## config.mk

```make
export PLATFORM = sky130hd
export DESIGN_NAME = shstk_unit
export DESIGN_NICKNAME = d
export VERILOG_FILES = /design/src/rtl/shstk_pkg.sv /design/src/rtl/shstk_ptr_step.sv /design/src/rtl/shstk_gate.sv /design/src/rtl/shstk_resolve.sv /design/src/rtl/shstk_unit.sv
export SDC_FILE = /design/constraint.sdc
export NUM_CORES = 1
export LEC_CHECK = 0
export ABC_AREA = 1
export BUFFER_PORTS_ARGS = -buffer_cell sky130_fd_sc_hd__buf_2
export CAP_MARGIN = 20
export CORE_AREA = 5 5 261 263
export CTS_CLUSTER_SIZE = 12
export DETAILED_ROUTE_END_ITERATION = 16
export DIE_AREA = 0 0 266 268
export HOLD_SLACK_MARGIN = 0.08
export MAX_ROUTING_LAYER = met4
export SYNTH_ARGS = -nofsm -noshare
export SYNTH_HDL_FRONTEND = slang
export SYNTH_SLANG_ARGS = --single-unit
```

## constraint.sdc

```tcl
create_clock -name clk -period 3.2 [get_ports clk]
set_input_delay 0.16 -clock clk [delete_from_list [all_inputs] [get_ports clk]]
set_output_delay 0.16 -clock clk [all_outputs]
set_load 0.02 [all_outputs]
```

## src/rtl/shstk_pkg.sv

```systemverilog
package shstk_pkg;

    localparam int          CSR_AW       = 12;
    localparam logic [11:0] SSP_CSR_ADDR = 12'h011;

    typedef enum logic [1:0] {
        OP_PUSH  = 2'd0,
        OP_POP   = 2'd1,
        OP_RDPTR = 2'd2,
        OP_SWAP  = 2'd3
    } ss_op_e;

    typedef enum logic [2:0] {
        EXC_NONE    = 3'd0,
        EXC_ILLEGAL = 3'd1,
        EXC_VIRTUAL = 3'd2,
        EXC_SWCHECK = 3'd3,
        EXC_ACCESS  = 3'd4,
        EXC_NOCSR   = 3'd5
    } ss_exc_e;

    typedef enum logic [1:0] {
        ST_IDLE = 2'd0,
        ST_REQ  = 2'd1,
        ST_WAIT = 2'd2
    } ss_state_e;

endpackage

```

## src/rtl/shstk_ptr_step.sv

```systemverilog
module shstk_ptr_step #(
    parameter int XLEN = 64
) (
    input  logic [XLEN-1:0] ssp_i,
    output logic [XLEN-1:0] ssp_dec_o,
    output logic [XLEN-1:0] ssp_inc_o
);
    localparam logic [XLEN-1:0] STEP = XLEN'(XLEN / 8);

    assign ssp_dec_o = ssp_i - STEP;
    assign ssp_inc_o = ssp_i + STEP;
endmodule

```

## src/rtl/shstk_gate.sv

```systemverilog
module shstk_gate
    import shstk_pkg::*;
#(
    parameter int XLEN = 64
) (
    input  ss_op_e      op_i,
    input  logic        swap_word_i,
    input  logic        csr_present_i,
    input  logic [1:0]  legal_code_i,
    input  logic        enable_i,
    output ss_exc_e     exc_o,
    output logic        use_mem_o
);
    logic wide_ok;

    generate
        if (XLEN == 64) begin : g_wide
            assign wide_ok = 1'b1;
        end else begin : g_narrow
            assign wide_ok = 1'b0;
        end
    endgenerate

    always_comb begin
        exc_o = EXC_NONE;
        if (op_i != OP_SWAP && !csr_present_i) begin
            exc_o = EXC_NOCSR;
        end else if (legal_code_i == 2'b01) begin
            exc_o = EXC_ILLEGAL;
        end else if (legal_code_i[1]) begin
            exc_o = EXC_VIRTUAL;
        end else if (op_i == OP_SWAP && !swap_word_i && !wide_ok) begin
            exc_o = EXC_ILLEGAL;
        end
        use_mem_o = (exc_o == EXC_NONE) && enable_i && (op_i != OP_RDPTR);
    end
endmodule

```

## src/rtl/shstk_resolve.sv

```systemverilog
module shstk_resolve
    import shstk_pkg::*;
#(
    parameter int XLEN = 64
) (
    input  ss_op_e          op_i,
    input  logic            word_i,
    input  logic [XLEN-1:0] link_i,
    input  logic [XLEN-1:0] rdata_i,
    input  logic            err_i,
    output ss_exc_e         exc_o,
    output logic [XLEN-1:0] result_o,
    output logic            commit_o
);
    logic [XLEN-1:0] word_ext;

    generate
        if (XLEN > 32) begin : g_sext
            assign word_ext = {{(XLEN-32){rdata_i[31]}}, rdata_i[31:0]};
        end else begin : g_plain
            assign word_ext = rdata_i;
        end
    endgenerate

    always_comb begin
        exc_o    = EXC_NONE;
        result_o = '0;
        commit_o = 1'b0;
        if (err_i) begin
            exc_o = EXC_ACCESS;
        end else begin
            unique case (op_i)
                OP_PUSH: commit_o = 1'b1;
                OP_POP: begin
                    if (rdata_i != link_i) exc_o    = EXC_SWCHECK;
                    else                   commit_o = 1'b1;
                end
                OP_SWAP: result_o = word_i ? word_ext : rdata_i;
                default: result_o = '0;
            endcase
        end
    end
endmodule

```

## src/rtl/shstk_unit.sv

```systemverilog
module shstk_unit
    import shstk_pkg::*;
#(
    parameter int XLEN = 64
) (
    input  logic              clk,
    input  logic              rst_n,
    input  logic              req_valid,
    input  logic [1:0]        req_op,
    input  logic              req_sel,
    input  logic [XLEN-1:0]   link_a,
    input  logic [XLEN-1:0]   link_b,
    input  logic [XLEN-1:0]   swap_addr,
    input  logic [XLEN-1:0]   swap_wdata,
    input  logic              swap_word,
    input  logic              ss_enable,
    input  logic              csr_present,
    input  logic [1:0]        legal_code,
    input  logic              csr_wr_en,
    input  logic [CSR_AW-1:0] csr_wr_addr,
    input  logic [XLEN-1:0]   csr_wr_data,
    output logic              mem_req,
    output logic              mem_we,
    output logic              mem_word,
    output logic [XLEN-1:0]   mem_addr,
    output logic [XLEN-1:0]   mem_wdata,
    input  logic              mem_rsp_valid,
    input  logic              mem_rsp_err,
    input  logic [XLEN-1:0]   mem_rdata,
    output logic              busy_o,
    output logic              done_o,
    output logic [XLEN-1:0]   result_o,
    output logic [2:0]        exc_o,
    output logic [XLEN-1:0]   ssp_o
);
    localparam logic [XLEN-1:0] STEP = XLEN'(XLEN / 8);

    typedef struct packed {
        ss_state_e       st;
        logic [XLEN-1:0] ssp;
        ss_op_e          op;
        logic [XLEN-1:0] link;
        logic [XLEN-1:0] addr;
        logic [XLEN-1:0] wdata;
        logic            word;
        logic            we;
        logic            done;
        ss_exc_e         exc;
        logic [XLEN-1:0] result;
    } regs_t;

    regs_t q, d;

    ss_op_e          op_in;
    ss_exc_e         gate_exc;
    logic            gate_mem;
    logic [XLEN-1:0] ssp_dec, ssp_inc;
    logic [XLEN-1:0] link_in;
    ss_exc_e         rsp_exc;
    logic [XLEN-1:0] rsp_result;
    logic            rsp_commit;

    assign op_in   = ss_op_e'(req_op);
    assign link_in = req_sel ? link_b : link_a;

    shstk_gate #(.XLEN(XLEN)) i_gate (
        .op_i          (op_in),
        .swap_word_i   (swap_word),
        .csr_present_i (csr_present),
        .legal_code_i  (legal_code),
        .enable_i      (ss_enable),
        .exc_o         (gate_exc),
        .use_mem_o     (gate_mem)
    );

    shstk_ptr_step #(.XLEN(XLEN)) i_step (
        .ssp_i     (q.ssp),
        .ssp_dec_o (ssp_dec),
        .ssp_inc_o (ssp_inc)
    );

    shstk_resolve #(.XLEN(XLEN)) i_resolve (
        .op_i     (q.op),
        .word_i   (q.word),
        .link_i   (q.link),
        .rdata_i  (mem_rdata),
        .err_i    (mem_rsp_err),
        .exc_o    (rsp_exc),
        .result_o (rsp_result),
        .commit_o (rsp_commit)
    );

    always_comb begin
        d        = q;
        d.done   = 1'b0;
        d.exc    = EXC_NONE;
        d.result = '0;
        unique case (q.st)
            ST_IDLE: begin
                if (req_valid) begin
                    d.op   = op_in;
                    d.link = link_in;
                    d.word = (op_in == OP_SWAP) && swap_word;
                    if (gate_mem) begin
                        d.st = ST_REQ;
                        unique case (op_in)
                            OP_PUSH: begin
                                d.addr  = ssp_dec;
                                d.wdata = link_in;
                                d.we    = 1'b1;
                            end
                            OP_POP: begin
                                d.addr  = q.ssp;
                                d.wdata = '0;
                                d.we    = 1'b0;
                            end
                            default: begin
                                d.addr  = swap_addr;
                                d.wdata = swap_wdata;
                                d.we    = 1'b1;
                            end
                        endcase
                    end else begin
                        d.done = 1'b1;
                        d.exc  = gate_exc;
                        if (op_in == OP_RDPTR && gate_exc == EXC_NONE && ss_enable)
                            d.result = q.ssp;
                    end
                end else if (csr_wr_en && csr_present && csr_wr_addr == SSP_CSR_ADDR) begin
                    d.ssp = csr_wr_data;
                end
            end
            ST_REQ: d.st = ST_WAIT;
            ST_WAIT: begin
                if (mem_rsp_valid) begin
                    d.st     = ST_IDLE;
                    d.done   = 1'b1;
                    d.exc    = rsp_exc;
                    d.result = rsp_result;
                    if (rsp_commit && q.op == OP_PUSH) d.ssp = q.addr;
                    if (rsp_commit && q.op == OP_POP)  d.ssp = ssp_inc;
                end
            end
            default: d.st = ST_IDLE;
        endcase
    end

    always_ff @(posedge clk or negedge rst_n) begin
        if (!rst_n) q <= '0;
        else        q <= d;
    end

    assign busy_o    = (q.st != ST_IDLE);
    assign mem_req   = (q.st == ST_REQ);
    assign mem_we    = q.we;
    assign mem_word  = q.word;
    assign mem_addr  = q.addr;
    assign mem_wdata = q.wdata;
    assign done_o    = q.done;
    assign result_o  = q.result;
    assign exc_o     = q.exc;
    assign ssp_o     = q.ssp;

    AST_REQ_ONE_BEAT: assert property (@(posedge clk) disable iff (!rst_n)
        mem_req |=> !mem_req);
    AST_DONE_NOT_BUSY: assert property (@(posedge clk) disable iff (!rst_n)
        done_o |-> !busy_o);
    AST_FAULT_HOLDS_SSP: assert property (@(posedge clk) disable iff (!rst_n)
        (done_o && exc_o != 3'd0) |-> ssp_o == $past(ssp_o));
    AST_PUSH_STEP: assert property (@(posedge clk) disable iff (!rst_n)
        (done_o && exc_o == 3'd0 && q.op == OP_PUSH && $past(q.st) == ST_WAIT)
        |-> ssp_o == $past(ssp_o) - STEP);
    AST_POP_STEP: assert property (@(posedge clk) disable iff (!rst_n)
        (done_o && exc_o == 3'd0 && q.op == OP_POP && $past(q.st) == ST_WAIT)
        |-> ssp_o == $past(ssp_o) + STEP);
    AST_NO_BEAT_WHEN_OFF: assert property (@(posedge clk) disable iff (!rst_n)
        mem_req |-> $past(ss_enable));
endmodule

```

# ---- After elaboration in Yosys (flattened, before gate mapping)
# Cells that the tools add are included.
dict set report totals {
  regBits 330
  latchBits 0
  ram_bits 0
  rom_bits 0
  in_bits 410
  wordCells 81
  memories 0
}
dict set report classes {
  addsub 2
  n_mul 0
  div_mod_pow 0
  n_lt_le_gt_ge 0
  eq_ne 18
  shifts 0
  mux 29
  n_bitwise 0
  n_reduce_logical 21
}
# operator count
set ops {}
lappend ops {{$mux W64} 9}
lappend ops {{$pmux W128 S2} 1}
lappend ops {{$mux W68} 3}
lappend ops {{$pmux W68 S2} 1}
lappend ops {{$pmux W64 S2} 1}
lappend ops {{$mux W66} 1}
lappend ops {{$add A64 B4 Y64 const B} 1}
lappend ops {{$ne A64 B64 Y1} 1}
lappend ops {{$sub A64 B4 Y64 const B} 1}
lappend ops {{$ne A2 B2 Y1 const B} 7}
lappend ops {{$eq A12 B5 Y1 const B} 1}
lappend ops {{$logic_and A1 B1 Y1} 10}
lappend ops {{$mux W2} 5}
lappend ops {{$mux W3} 3}
lappend ops {{$eq A2 B1 Y1 const B} 4}
lappend ops {{$eq A2 B2 Y1 const B} 4}
lappend ops {{$logic_not A2 Y1} 3}
lappend ops {{$pmux W2 S3} 1}
lappend ops {{$reduce_and A3 Y1} 2}
lappend ops {{$reduce_and A5 Y1} 1}
lappend ops {{$reduce_bool A2 Y1} 2}
lappend ops {{$logic_not A3 Y1} 1}
lappend ops {{$mux W1} 3}
lappend ops {{$ne A3 B3 Y1 const B} 1}
lappend ops {{3 further kinds} 3}

# ---- Longest topological paths before layout
# Gate-level depths: netlist (run 1).
dict set report logic_depth {
  ltp_word 10
  mapped_depth 18
}

# ---- By module
# Synthesis (run 1) repeated with hierarchy kept, for this count alone.
dict set report hier_totals {
  cells_unflattened 3924
  area_unflattened_um2 24798.8
}
# module instances cells_each area_each_um2 seq_area_each_um2
set by_module_without_submodules {}
lappend by_module_without_submodules {shstk_unit 1 2551 18900.6 8257.9}
lappend by_module_without_submodules {shstk_ptr_step 1 906 4018.9 0.0}
lappend by_module_without_submodules {shstk_resolve 1 452 1811.7 0.0}
lappend by_module_without_submodules {shstk_gate 1 15 67.6 0.0}

# ---- Worst setup path before layout (run 1)
# OpenSTA, ideal clock, no wires.
dict set report synth_path {
  path_type {reg2reg}
  from {register q, in the netlist ssp_o[3]}
  to {register q, in the netlist mem_addr[59]}
  setup_time_ps 126
  arrival_ps 1867
  required_time_ps 3074
  path_slack_ps 1207
  path_stages_with_launch 13
  n_path_buf 1
  synth_period_minus_slack_ps 1993
  cell_sequence {dfrtp_1 buf_2 inv_1 ha_1 inv_1 nor2_1 nand4_1 nor3_1 nand4_1 o21ai_0 o211ai_1 nand2_1 o21ai_0}
}
dict set report synth_between {
  elab_chain_len 2
}
# item line
set synth_rtl {}
lappend synth_rtl {{from (decl)} shstk_unit.sv:52} ;# regs_t q, d;
lappend synth_rtl {{from (signal assigned)} shstk_unit.sv:149} ;# if (!rst_n) q <= '0;
lappend synth_rtl {{from (signal assigned)} shstk_unit.sv:150} ;# else q <= d;
lappend synth_rtl {{$sub A64 B4 Y64} shstk_ptr_step.sv:10} ;# assign ssp_dec_o = ssp_i - STEP;
lappend synth_rtl {{$pmux W128 S2} shstk_unit.sv:106} ;# unique case (op_in)
# Every way passes these cells.
# A chain may end at the register's enable or synchronous reset.

# ---- Worst setup path in the final report (run 1)
dict set report layout_path {
  from {register q, in the netlist ssp_o[3]}
  to {register q, in the netlist ssp_o[51]}
}
dict set report layout_between {
  elab_chain_len 4
}
# item line
set layout_rtl {}
lappend layout_rtl {{$add A64 B4 Y64} shstk_ptr_step.sv:11} ;# assign ssp_inc_o = ssp_i + STEP;
lappend layout_rtl {{$mux W64} shstk_unit.sv:141} ;# if (rsp_commit && q.op == OP_POP) d.ssp = ssp_inc;
lappend layout_rtl {{$mux W66} shstk_unit.sv:135} ;# if (mem_rsp_valid) begin
lappend layout_rtl {{$pmux W64 S2} shstk_unit.sv:98} ;# unique case (q.st)
# Every way passes these cells. The select of a mux whose other input is x is not followed.

==> summary.md, run 1 <==
| Metric | Value |
|---|---|
| Die area | `0.0713 sq mm` |
| Die W | `266 um` |
| Post CTS Setup Buffer Count | `0` |
| Reg2Reg Setup Slack | `0.27 ns` |
| Global Route Usage Sum | `0.320` |
| Routed Antenna Nets | `0` |
| CTS tree | `built` |
| Mapped Cells | `3656` |
| Initial Util | `0.361` |
| Clock root buffer | `clkbuf_16` |
| TritonCTS buffer count | `40` |
| Most frequent cell after synthesis | `nand2_1` |
| PnR worst setup slack | `0.267 ns` |
| First-pass GRT wire length | `167 mm` |
| Number of port buffers | `673` |
| Gr ovfl total | `0` |
| Post-placement cell area | `0.0261 sq mm` |
| Fillcell total | `6619` |
| # hold bufs at CTS | `427` |
| Final min period | `2.93 ns` |
| F_max | `0.341 GHz` |
| Via count | `26809` |
| Worst-Skew Late Latency | `0.58 ns` |
| Netlist cell types | `44` |
| Synthesized area | `0.0236 sq mm` |
| Nets | `4838` |
| Power per cell area | `597 mW/mm^2` |
| TritonCTS sink count | `330` |
| Area contributors post-synth | `dfrtp_1, nand2_1, nor2_1` |
| Final HPWL DP | `88.1 mm` |
| Maximum VDD drop | `0.000360 V` |
| Post-route cell area | `0.0317 sq mm` |
| Fin crit share | `0.917` |
| DR pass1 iterations | `5` |
| Vias in the first global route | `26546` |
| Pwr Total | `18.9 mW` |
| FP Rows | `94` |
| Post-CTS sizing | `0` |
| Via/cell ratio | `5.02` |
| RSZ-0062 raised after global routing | `false` |
| CP Class | `flop to flop` |
| Detailed Route Iter0 Violations | `2647` |
| HP Class | `primary input to flop` |
| Max Cap Viol | `0` |
| EDFF count, synth | `0` |
| CP Capture Type | `flop` |
| Die height | `268 um` |
| Worst slack, placed | `0.303 ns` |
| Routed WL per cell | `21.8 um` |
| Routed WL | `116 mm` |
| Post-Syn Nets | `4068` |
| Skew final | `0.0143 ns` |
| Mean Syn Cell Area | `6.46 sq um` |
| Crit path DAT | `3.41 ns` |
| Yosys warnings | `0` |
| CP Max Fanout | `10` |
| Synthesis-to-layout area growth | `34.2%` |
| Fraction of layout cells with a size suffix above 1 | `0.190` |
| Post-synth top area share | `0.350` |
| Clock buffer depth | `3` |
| Post-synth top flop | `dfrtp_1` |
| Most frequent cells after synthesis | `nand2_1, nor2_1, inv_1` |
| Final TNS setup | `0 ns` |
| # setup viols final | `0` |
| Drt drc | `0` |
| Critical Path Start Type | `flop` |
| Largest net degree at the start of global routing | `114` |
| Lkg Pwr | `16.4 nW` |
| Gpl congestion | `0.988` |
| Worst-Margin Slew | `0.885 ns` |
| Slew margin rel. | `0.410` |
| Sequential fraction of the synthesis area | `0.350` |
| CP required | `3.68 ns` |
| Fin. Hold Viols | `0` |
| Synth area leader | `dfrtp_1` |
| Seq cells post-synth | `330` |
| Max-slew violation count | `0` |
| Initial antenna violation count | `16` |
| Status | `finished, final reports clean` |
| Clock transition at path regs | `0.06 ns` |
| Top-level I/O count | `674` |
| H-tree levels | `2` |
| FFs w/ async S/R, synth | `1.00` |
| Core area | `0.0654 sq mm` |
## sequential cells by signal (all words and copies together) (netlist names)
name / count
q: 68
mem_word: 1
result_o: 64
mem_addr: 64
mem_wdata: 64
ssp_o: 64
exc_o: 3
mem_we: 1
done_o: 1
## power by group
group          switching (mW)  internal, mW
Sequential               1.33          5.14
Combinational            5.09          2.55
Clock                    2.03          2.79
Total                    8.45          10.5
## cells in the final DEF, fill, tap and decap left out, types with 15 or more instances in the layout
master	synthesis	layout
inv_1	402	400
dfrtp_1	330	330
buf_4	262	63
diode_2	0	15
buf_2	42	671
nand2_1	1117	1115
nand3_1	194	194
o22ai_1	72	72
nor3_1	19	19
o211ai_1	15	15
a21oi_1	71	71
dlygate4sd3_1	0	427
nor2_1	549	547
xor2_1	88	88
clkbuf_16	0	41
o21ai_0	205	205
nand4_1	52	52
## worst max-delay path, stage by stage (launching register included)
cell and delay [ns]:
dfrtp_1 0.58, ha_1 0.30, inv_1 0.10, nor2_2 0.24
nand2_1 0.24, nor2_1 0.59, nand3_1 0.17, nand2_1 0.09
nand2_1 0.05, inv_1 0.05, nand4_1 0.12, nand3_1 0.14
nand2_1 0.06, nand2_1 0.06, nand2_1 0.05
## per-stage QoR
stage / hold slack (ns) / utilization / cells
after CTS: 0.0834 / 0.484 / 5321
after detailed placement: 0.189 / 0.398 / 4821
after global routing: 0.0964 / 0.485 / 5333
final: 0.0907 / 0.485 / 5336
after floorplan: -0.136 / - / 3656
after global placement: 0.191 / 0.398 / 4821
## worst paths after layout
check                      depth (start not counted)             to       start
min in group asynchronous                          2  mem_wdata[59]       rst_n
setup reg to reg                                  14      ssp_o[51]    ssp_o[3]
hold / removal                                     5         q[231]  link_b[33]
max in group asynchronous                          3      ssp_o[20]       rst_n
hold reg to reg                                    2         mem_we      mem_we
setup / recovery                                  14      ssp_o[51]    ssp_o[3]
## routing by layer
layer / global-route usage / vias up / share of wire
met3: 0.0531 / 279 / 0.077
met4: 0.117 / 0 / 0.046
met2: 0.535 / 1324 / 0.48
li1: - / 12668 / -
met5: - / - / 0
met1: 0.392 / 12538 / 0.40
## layout make-up
class / count / area, sq um / share of cell area
multi-input combinational: 2470 / 11100 / 0.349
timing repair buffer: 1174 / 8360 / 0.264
sequential: 330 / 8260 / 0.260
inverter: 410 / 1550 / 0.0487
clock buffer: 57 / 1160 / 0.0365
tap: 864 / 1080 / 0.0341
clock inverter: 16 / 195 / 0.00615
antenna: 15 / 37.5 / 0.00118
## kinds of logic (layout without fill, tap and decap cells)
family,count (synthesis),in the layout,synth area share
adders and majority gates,2,2,0.00106
DFF,330,330,0.350
muxes,6,6,0.00254
xor gates and xnor gates,98,98,0.0363
and+or+nand+nor,1964,1964,0.335
other,0,15,0
buffers and inverters,856,1657,0.183
AOI/OAI and AO/OA,400,400,0.0932
(Power assumes the default switching activity.)
==> inputs of run 2 (changes only) <==
--- a/config.mk
+++ b/config.mk
@@ -8,10 +8,10 @@
 export ABC_AREA = 1
 export BUFFER_PORTS_ARGS = -buffer_cell sky130_fd_sc_hd__buf_2
 export CAP_MARGIN = 20
-export CORE_AREA = 5 5 261 263
+export CORE_AREA = 5 5 256 258
 export CTS_CLUSTER_SIZE = 12
 export DETAILED_ROUTE_END_ITERATION = 16
-export DIE_AREA = 0 0 266 268
+export DIE_AREA = 0 0 261 263
 export HOLD_SLACK_MARGIN = 0.08
 export MAX_ROUTING_LAYER = met4
 export SYNTH_ARGS = -nofsm -noshare
==> constraint.sdc (replaced) <==
create_clock -name clk -period 3.3 [get_ports clk]
set_input_delay 0.165 -clock clk [delete_from_list [all_inputs] [get_ports clk]]
set_output_delay 0.165 -clock clk [all_outputs]
set_load 0.02 [all_outputs]
==> run 2 against run 1 <==
Clock power about the same. First-iteration DRC count decreased by 8.2%. Sequential cell count unchanged. Via count decreased by 0.27%. Critical endpoint is now mem_wdata[42]. Largest power group unchanged. Sequential power decreased by 2%. Die area decreased by 3.7%. Hold slack improved by 0.015 ns. Power decreased by 3.1%. Wire length increased by 0.83%.
==> summary.md, run 2 (synthesized netlist as in run 1, its figures left out) <==
| Metric | Value |
|---|---|
| Synthesis-to-layout area growth | `33.2%` |
| Fraction of layout cells with a size suffix above 1 | `0.187 (-0.00316)` |
| Drt drc | `0 (unchanged)` |
| Placed instance count | `4779 (-0.87%)` |
| Routed length on met3 | `8.42 mm (-5.7%)` |
| Die height | `263 um (-1.9%)` |
| Worst-Skew Late Latency | `0.57 ns (about the same)` |
| Routed WL | `117 mm (+0.83%)` |
| HP Class | `primary input to flop` |
| Crit Reg-Reg Endpoint | `ssp_o[51]` |
| Reg2reg path depth | `14 (unchanged)` |
| Via/cell ratio | `5.06 (+0.67%)` |
| Comb power frac | `0.393 (-0.011)` |
| CP Capture Type | `flop` |
| Fin crit share | `0.923` |
| CTS tree | `built` |
| Routed WL per cell | `22.2 um (+1.8%)` |
| Critical Path Start Type | `primary input` |
| Clock root buffer | `clkbuf_16` |
| Switching Share | `0.442 (-0.00515)` |
| Psw | `8.10 mW (-4.2%)` |
| Detailed Route Iter0 Violations | `2429 (-8.2%)` |
| Routed Antenna Nets | `0 (unchanged)` |
| Nets | `4802 (-0.74%)` |
| Die area | `0.0686 sq mm (-3.7%)` |
| Largest net degree at the start of global routing | `92 (-19%)` |
| Max Cap Viol | `0 (unchanged)` |
| First-pass GRT wire length | `169 mm (+0.95%)` |
| M1 WL | `47.0 mm (+1.9%)` |
| Worst-Margin Slew | `1.06 ns (+0.173 ns)` |
| Vias in the first global route | `26633 (+0.33%)` |
| Skew final | `0.0270 ns (+0.0127 ns)` |
| Clk network pwr share | `0.261 (+0.006)` |
| Final HPWL DP | `87.4 mm (-0.74%)` |
| Critical path buffers and inverters | `8 (+6)` |
| Crit path DAT | `3.49 ns (+0.08 ns)` |
| # setup viols final | `0 (unchanged)` |
| Clock buffer depth | `3 (unchanged)` |
| Slew margin rel. | `0.294 (-0.116)` |
| Lkg Pwr | `16.4 nW (-0.42%)` |
| Core area | `0.0627 sq mm (-4.1%)` |
| Flop pwr share | `0.346 (+0.004)` |
| Number of port buffers | `673 (unchanged)` |
| Gpl congestion | `0.979 (-0.99%)` |
| Final min period | `3.05 ns` |
| F_max | `0.328 GHz` |
| Initial antenna violation count | `19 (+3)` |
| Hold endpoint | `mem_wdata[34]` |
| Post-route cell area | `0.0315 sq mm (-0.76%)` |
| Crit Reg-Reg Startpoint | `ssp_o[3]` |
| Maximum VDD drop | `0.000379 V (+5.3%)` |
| TritonCTS sink count | `330 (unchanged)` |
| CP required | `3.75 ns (+0.07 ns)` |
| CP Max Fanout | `23 (+13)` |
| Die W | `261 um (-1.9%)` |
| Final core occ | `0.502 (+0.0167)` |
| Gr ovfl total | `0 (unchanged)` |
| Global Route Usage Sum | `0.334 (+0.0140)` |
| Top sig layer | `met4` |
| DR pass1 iterations | `8 (+3)` |
| Routed wl met2 | `57.2 mm (+2.1%)` |
| Max-slew violation count | `0 (unchanged)` |
| Top-level I/O count | `674 (unchanged)` |
| Worst slack, placed | `0.268 ns (-0.0344 ns)` |
| Internal power | `10.2 mW (-2.2%)` |
| TritonCTS buffer count | `40 (unchanged)` |
| Max reg flops | `68 (unchanged)` |
| Via count | `26737 (-0.27%)` |
| Final TNS setup | `0 ns (unchanged)` |
| CP max stage delay | `0.58 ns (about the same)` |
| Fin. Hold Viols | `0 (unchanged)` |
| Most frequent cell on the critical path | `dlygate4sd3_1` |
| Commonest non-fill, non-tap cells in the layout | `nand2_1, buf_2, nor2_1` |
| Post CTS Setup Buffer Count | `0 (unchanged)` |
| Status | `finished, final reports clean` |
| Reg2Reg Setup Slack | `0.29 ns (+0.02 ns)` |
| Fillcell total | `6372 (-3.7%)` |
| Most flops, register | `q` |
| FP Rows | `92 (-2.1%)` |
| Clock transition at path regs | `0.06 ns (about the same)` |
| Number of non-filler instances in the completed layout | `5286 (-0.94%)` |
| RSZ-0062 raised after global routing | `false` |
| Power per cell area | `583 mW/mm^2 (-2.3%)` |
| PnR worst setup slack | `0.253 ns (-0.0137 ns)` |
| H-tree levels | `2 (unchanged)` |
| Post-placement cell area | `0.0258 sq mm (-0.87%)` |
| CP Class | `primary input to flop` |
| CP max stage cell | `dlygate4sd3_1` |
| CP Cell Sequence | `dlygate4sd3_1 > buf_2 > a21oi_1 > dlygate4sd3_1 > inv_1 > nand2_1 > nand3_1 > nor2_2 > nand2_4 > clkinv_2 > buf_16 > nand3_1 > dlygate4sd3_1 > o21ai_0 > inv_1` |
| Initial Util | `0.377 (+0.0153)` |
| Top delay family on crit path | `buffers and inverters` |
| Hold path depth | `7 (+2)` |
| Commonest non-fill, non-tap cell in the layout | `nand2_1` |
| Hold path startpoint | `link_b[34]` |
## run 2: what timing repair did
| action | in CTS | in global routing |
|---|---|---|
| gates resized for setup | 0 | 2 |
| setup endpoints to repair | 0 | 11 |
| hold buffers | 412 | 0 |
| endpoints found under the hold margin | 397 | 0 |
## run 2: metal layers
metal  vias up  global-route usage
met1     12693               0.412
li1      12601                   -
met2      1205               0.560
met4         0               0.109
met5         -                   -
met3       238              0.0520
## run 2: area by class of cell
class                      count  area [sq um]  area share
antenna                       20          50.0     0.00159
multi-input combinational   2470         11100       0.352
tap                          846          1060      0.0336
clock buffer                  58          1170      0.0371
inverter                     410          1550      0.0491
clock inverter                14           218     0.00692
timing repair buffer        1138          8090       0.257
sequential                   330          8260       0.262
## run 2: worst max-delay path by stage
stage	startpoint	endpoint	slack [ns]	depth (start not counted)
5_1_grt	csr_present	mem_wdata[42]	0.04	15
2_1_floorplan	ssp_o[3]	mem_addr[59]	1.31	12
3_5_place_dp	ssp_o[3]	ssp_o[63]	0.27	14
3_3_place_gp	ssp_o[3]	ssp_o[31]	0.31	11
6_report	csr_present	mem_wdata[42]	0.25	15
4_1_cts	csr_present	mem_wdata[22]	0.1	15
## run 2: tightest hold or removal path, delay by kind of cell
kind                   cells  cell delay (ns)
buffers and inverters      2             0.13
and+or+nand+nor            4             0.26
AOI/OAI and AO/OA          1             0.07
## run 2: metrics by stage
step	hold WS [ns]	total power, mW
floorplan	-0.131	11.2
CTS	0.0805	18.3
global route	0.147	19.3
global placement	0.204	13.0
finish	0.105	18.3
detailed placement	0.208	13.0
## run 2: power by group through the flow
stage                     Combinational, mW  Sequential [mW]  Clock, mW
final                                  7.22             6.34       4.79
after global routing                   7.83             6.47       5.00
after CTS                              7.14             6.29       4.85
after detailed placement               6.68             6.34          0
after global placement                 6.67             6.33          0
after floorplan                        5.62             5.54          0
==> inputs of run 3 (changes only) <==
--- a/config.mk
+++ b/config.mk
@@ -6,7 +6,7 @@
 export NUM_CORES = 1
 export LEC_CHECK = 0
 export ABC_AREA = 1
-export BUFFER_PORTS_ARGS = -buffer_cell sky130_fd_sc_hd__buf_2
+export BUFFER_PORTS_ARGS = -buffer_cell sky130_fd_sc_hd__clkbuf_2
 export CAP_MARGIN = 20
 export CORE_AREA = 5 5 256 258
 export CTS_CLUSTER_SIZE = 12
==> run 3 against run 2 <==
Core utilization grew 0.17 points. Via count grew 0.74%. Global-route usage barely moved. Sequential share of layout area down 0.086 points. Fmax up 1.9%. First-iteration DRC count rose by 4.5%. Sequential cell count stayed put. Die area is the same. Clock-buffer cell count down 2. Critical path type unchanged. Critical endpoint is now mem_wdata[54]. Highest routed layer unchanged.
==> summary.md, run 3 (synthesized netlist as in run 1, its figures left out) <==
| Metric | Value |
|---|---|
| Max Cap Viol | `0 (unchanged)` |
| Final min period | `2.99 ns (-0.0559 ns)` |
| Core area | `0.0627 sq mm (unchanged)` |
| Hold path depth | `5 (-2)` |
| FP Rows | `92 (unchanged)` |
| Maximum VDD drop | `0.000395 V (+4.4%)` |
| Crit Reg-Reg Startpoint | `ssp_o[3]` |
| Worst setup endpoint | `mem_wdata[54]` |
| Synthesis-to-layout area growth | `33.7%` |
| Commonest non-fill, non-tap cell in the layout | `nand2_1` |
| Power per cell area | `572 mW/mm^2 (-1.8%)` |
| Status | `finished, final reports clean` |
| Routed Antenna Nets | `0 (unchanged)` |
| Critical Path Start Type | `primary input` |
| Internal power | `9.93 mW (-3.0%)` |
| CP Max Fanout | `33 (+43%)` |
| Top-level I/O count | `674 (unchanged)` |
| Top sig layer | `met4` |
| Post-placement cell area | `0.0259 sq mm (+0.30%)` |
| Pwr Total | `18.1 mW (-1.4%)` |
| CP required | `3.77 ns (+0.02 ns)` |
| Final TNS setup | `0 ns (unchanged)` |
| F_max | `0.334 GHz (+1.9%)` |
| H-tree levels | `2 (unchanged)` |
| Psw | `8.15 mW (+0.55%)` |
| Comb power frac | `0.401 (+0.008)` |
| Number of port buffers | `673 (unchanged)` |
| Via count | `26935 (+0.74%)` |
| Final core occ | `0.503 (+0.00166)` |
| Fin crit share | `0.906 (-0.0169)` |
| HP Class | `primary input to flop` |
| TritonCTS sink count | `330 (unchanged)` |
| Global Route Usage Sum | `0.333 (-0.000401)` |
| CP Class | `primary input to flop` |
| Nets | `4830 (+0.58%)` |
| CTS tree | `built` |
| Routed WL per cell | `21.8 um (-2.0%)` |
| Die area | `0.0686 sq mm (unchanged)` |
| Most flops, register | `q` |
| Crit path DAT | `3.46 ns (-0.03 ns)` |
| Hold slack | `0.103 ns (-0.00196 ns)` |
| Post-route cell area | `0.0316 sq mm (+0.33%)` |
| # setup viols final | `0 (unchanged)` |
| Switching Share | `0.451 (+0.00892)` |
| Number of non-filler instances in the completed layout | `5314 (+0.53%)` |
| Flop pwr share | `0.352 (+0.006)` |
| Vias in the first global route | `27197 (+2.1%)` |
| Die W | `261 um (unchanged)` |
| Gr ovfl total | `0 (unchanged)` |
| Max reg flops | `68 (unchanged)` |
| Initial Util | `0.377 (unchanged)` |
| Fin. Hold Viols | `0 (unchanged)` |
| CP Capture Type | `flop` |
| Crit Reg-Reg Endpoint | `ssp_o[63]` |
| Die height | `263 um (unchanged)` |
| Routed length on met3 | `8.80 mm (+4.5%)` |
| Final HPWL DP | `87.7 mm (+0.31%)` |
| Max-slew violation count | `0 (unchanged)` |
| Lkg Pwr | `16.5 nW (+0.69%)` |
| Reg2reg path depth | `14 (unchanged)` |
| Clock transition at path regs | `0.06 ns (about the same)` |
| TritonCTS buffer count | `41 (+2.5%)` |
| DR pass1 iterations | `6 (-2)` |
| Drt drc | `0 (unchanged)` |
| Via/cell ratio | `5.07 (+0.21%)` |
| Worst-Skew Late Latency | `0.58 ns (about the same)` |
| Routed wl met2 | `55.2 mm (-3.6%)` |
| Clk network pwr share | `0.246 (-0.015)` |
| Detailed Route Iter0 Violations | `2538 (+4.5%)` |
| Largest net degree at the start of global routing | `114 (+24%)` |
| Worst slack, placed | `0.345 ns (+0.0770 ns)` |
| Skew final | `0.0257 ns (-0.00134 ns)` |
| Initial antenna violation count | `18 (-1)` |
| Fraction of layout cells with a size suffix above 1 | `0.188 (+0.000889)` |
| Commonest non-fill, non-tap cells in the layout | `nand2_1, clkbuf_2, nor2_1` |
| Post CTS Setup Buffer Count | `0 (unchanged)` |
| RSZ-0062 raised after global routing | `false` |
| Slew margin rel. | `0.257 (-0.0375)` |
| Reg2Reg Setup Slack | `0.32 ns (+0.03 ns)` |
| Clock root buffer | `clkbuf_16` |
| M1 WL | `45.2 mm (-3.7%)` |
| Crit path from | `csr_present` |
| Worst-Margin Slew | `1.10 ns (+0.0472 ns)` |
| Placed instance count | `4791 (+0.25%)` |
| Routed WL | `116 mm (-1.5%)` |
| PnR worst setup slack | `0.309 ns (+0.0559 ns)` |
| First-pass GRT wire length | `169 mm (+0.18%)` |
| Clock buffer depth | `3 (unchanged)` |
| Gpl congestion | `1.01 (+3.6%)` |
-- run 3: worst max-delay path, cell delays in order --
cell,delay (ns)
dlygate4sd3_1,0.53
clkbuf_2,0.13
a21oi_1,0.17
dlygate4sd3_1,0.57
inv_1,0.05
nand2_1,0.10
nand3_1,0.10
nor2_2,0.20
nand2_4,0.19
clkinv_2,0.16
buf_16,0.22
nand3_1,0.12
dlygate4sd3_1,0.59
o21ai_0,0.09
inv_1,0.06
-- run 3: layer usage --
layer | track usage | vias up
li1 | - | 12655
met1 | 0.404 | 12617
met2 | 0.544 | 1356
met3 | 0.0555 | 307
met4 | 0.156 | 0
met5 | - | -
-- run 3: timing repair --
item	CTS	global route
gates resized for setup	0	2
hold buffers	429	0
setup endpoints to repair	0	24
hold endpoints to repair	402	0
-- run 3: power groups by stage --
stage	Clock (mW)	Combinational [mW]	Sequential, mW
after floorplan	0	5.62	5.54
after global placement	0	6.69	6.35
after detailed placement	0	6.71	6.35
after CTS	4.53	7.18	6.30
after global routing	4.68	7.88	6.48
final	4.46	7.26	6.36
-- run 3: worst min-delay path by stage --
stage	start	endpoint
global placement	rst_n	mem_wdata[51]
global route	link_a[1]	q[199]
floorplan	rst_n	done_o
CTS	link_a[1]	q[199]
finish	link_a[1]	q[199]
detailed placement	rst_n	mem_wdata[51]
-- run 3: cell type report --
cell class	instances	area, sq um
well taps	846	1060
diodes	21	52.6
clock buffers	56	1150
flip-flops and latches	330	8260
inverters	410	1550
fillers	6330	31200
repair buffers	1165	8290
clock inverters	16	139
multi-input cells	2470	11100
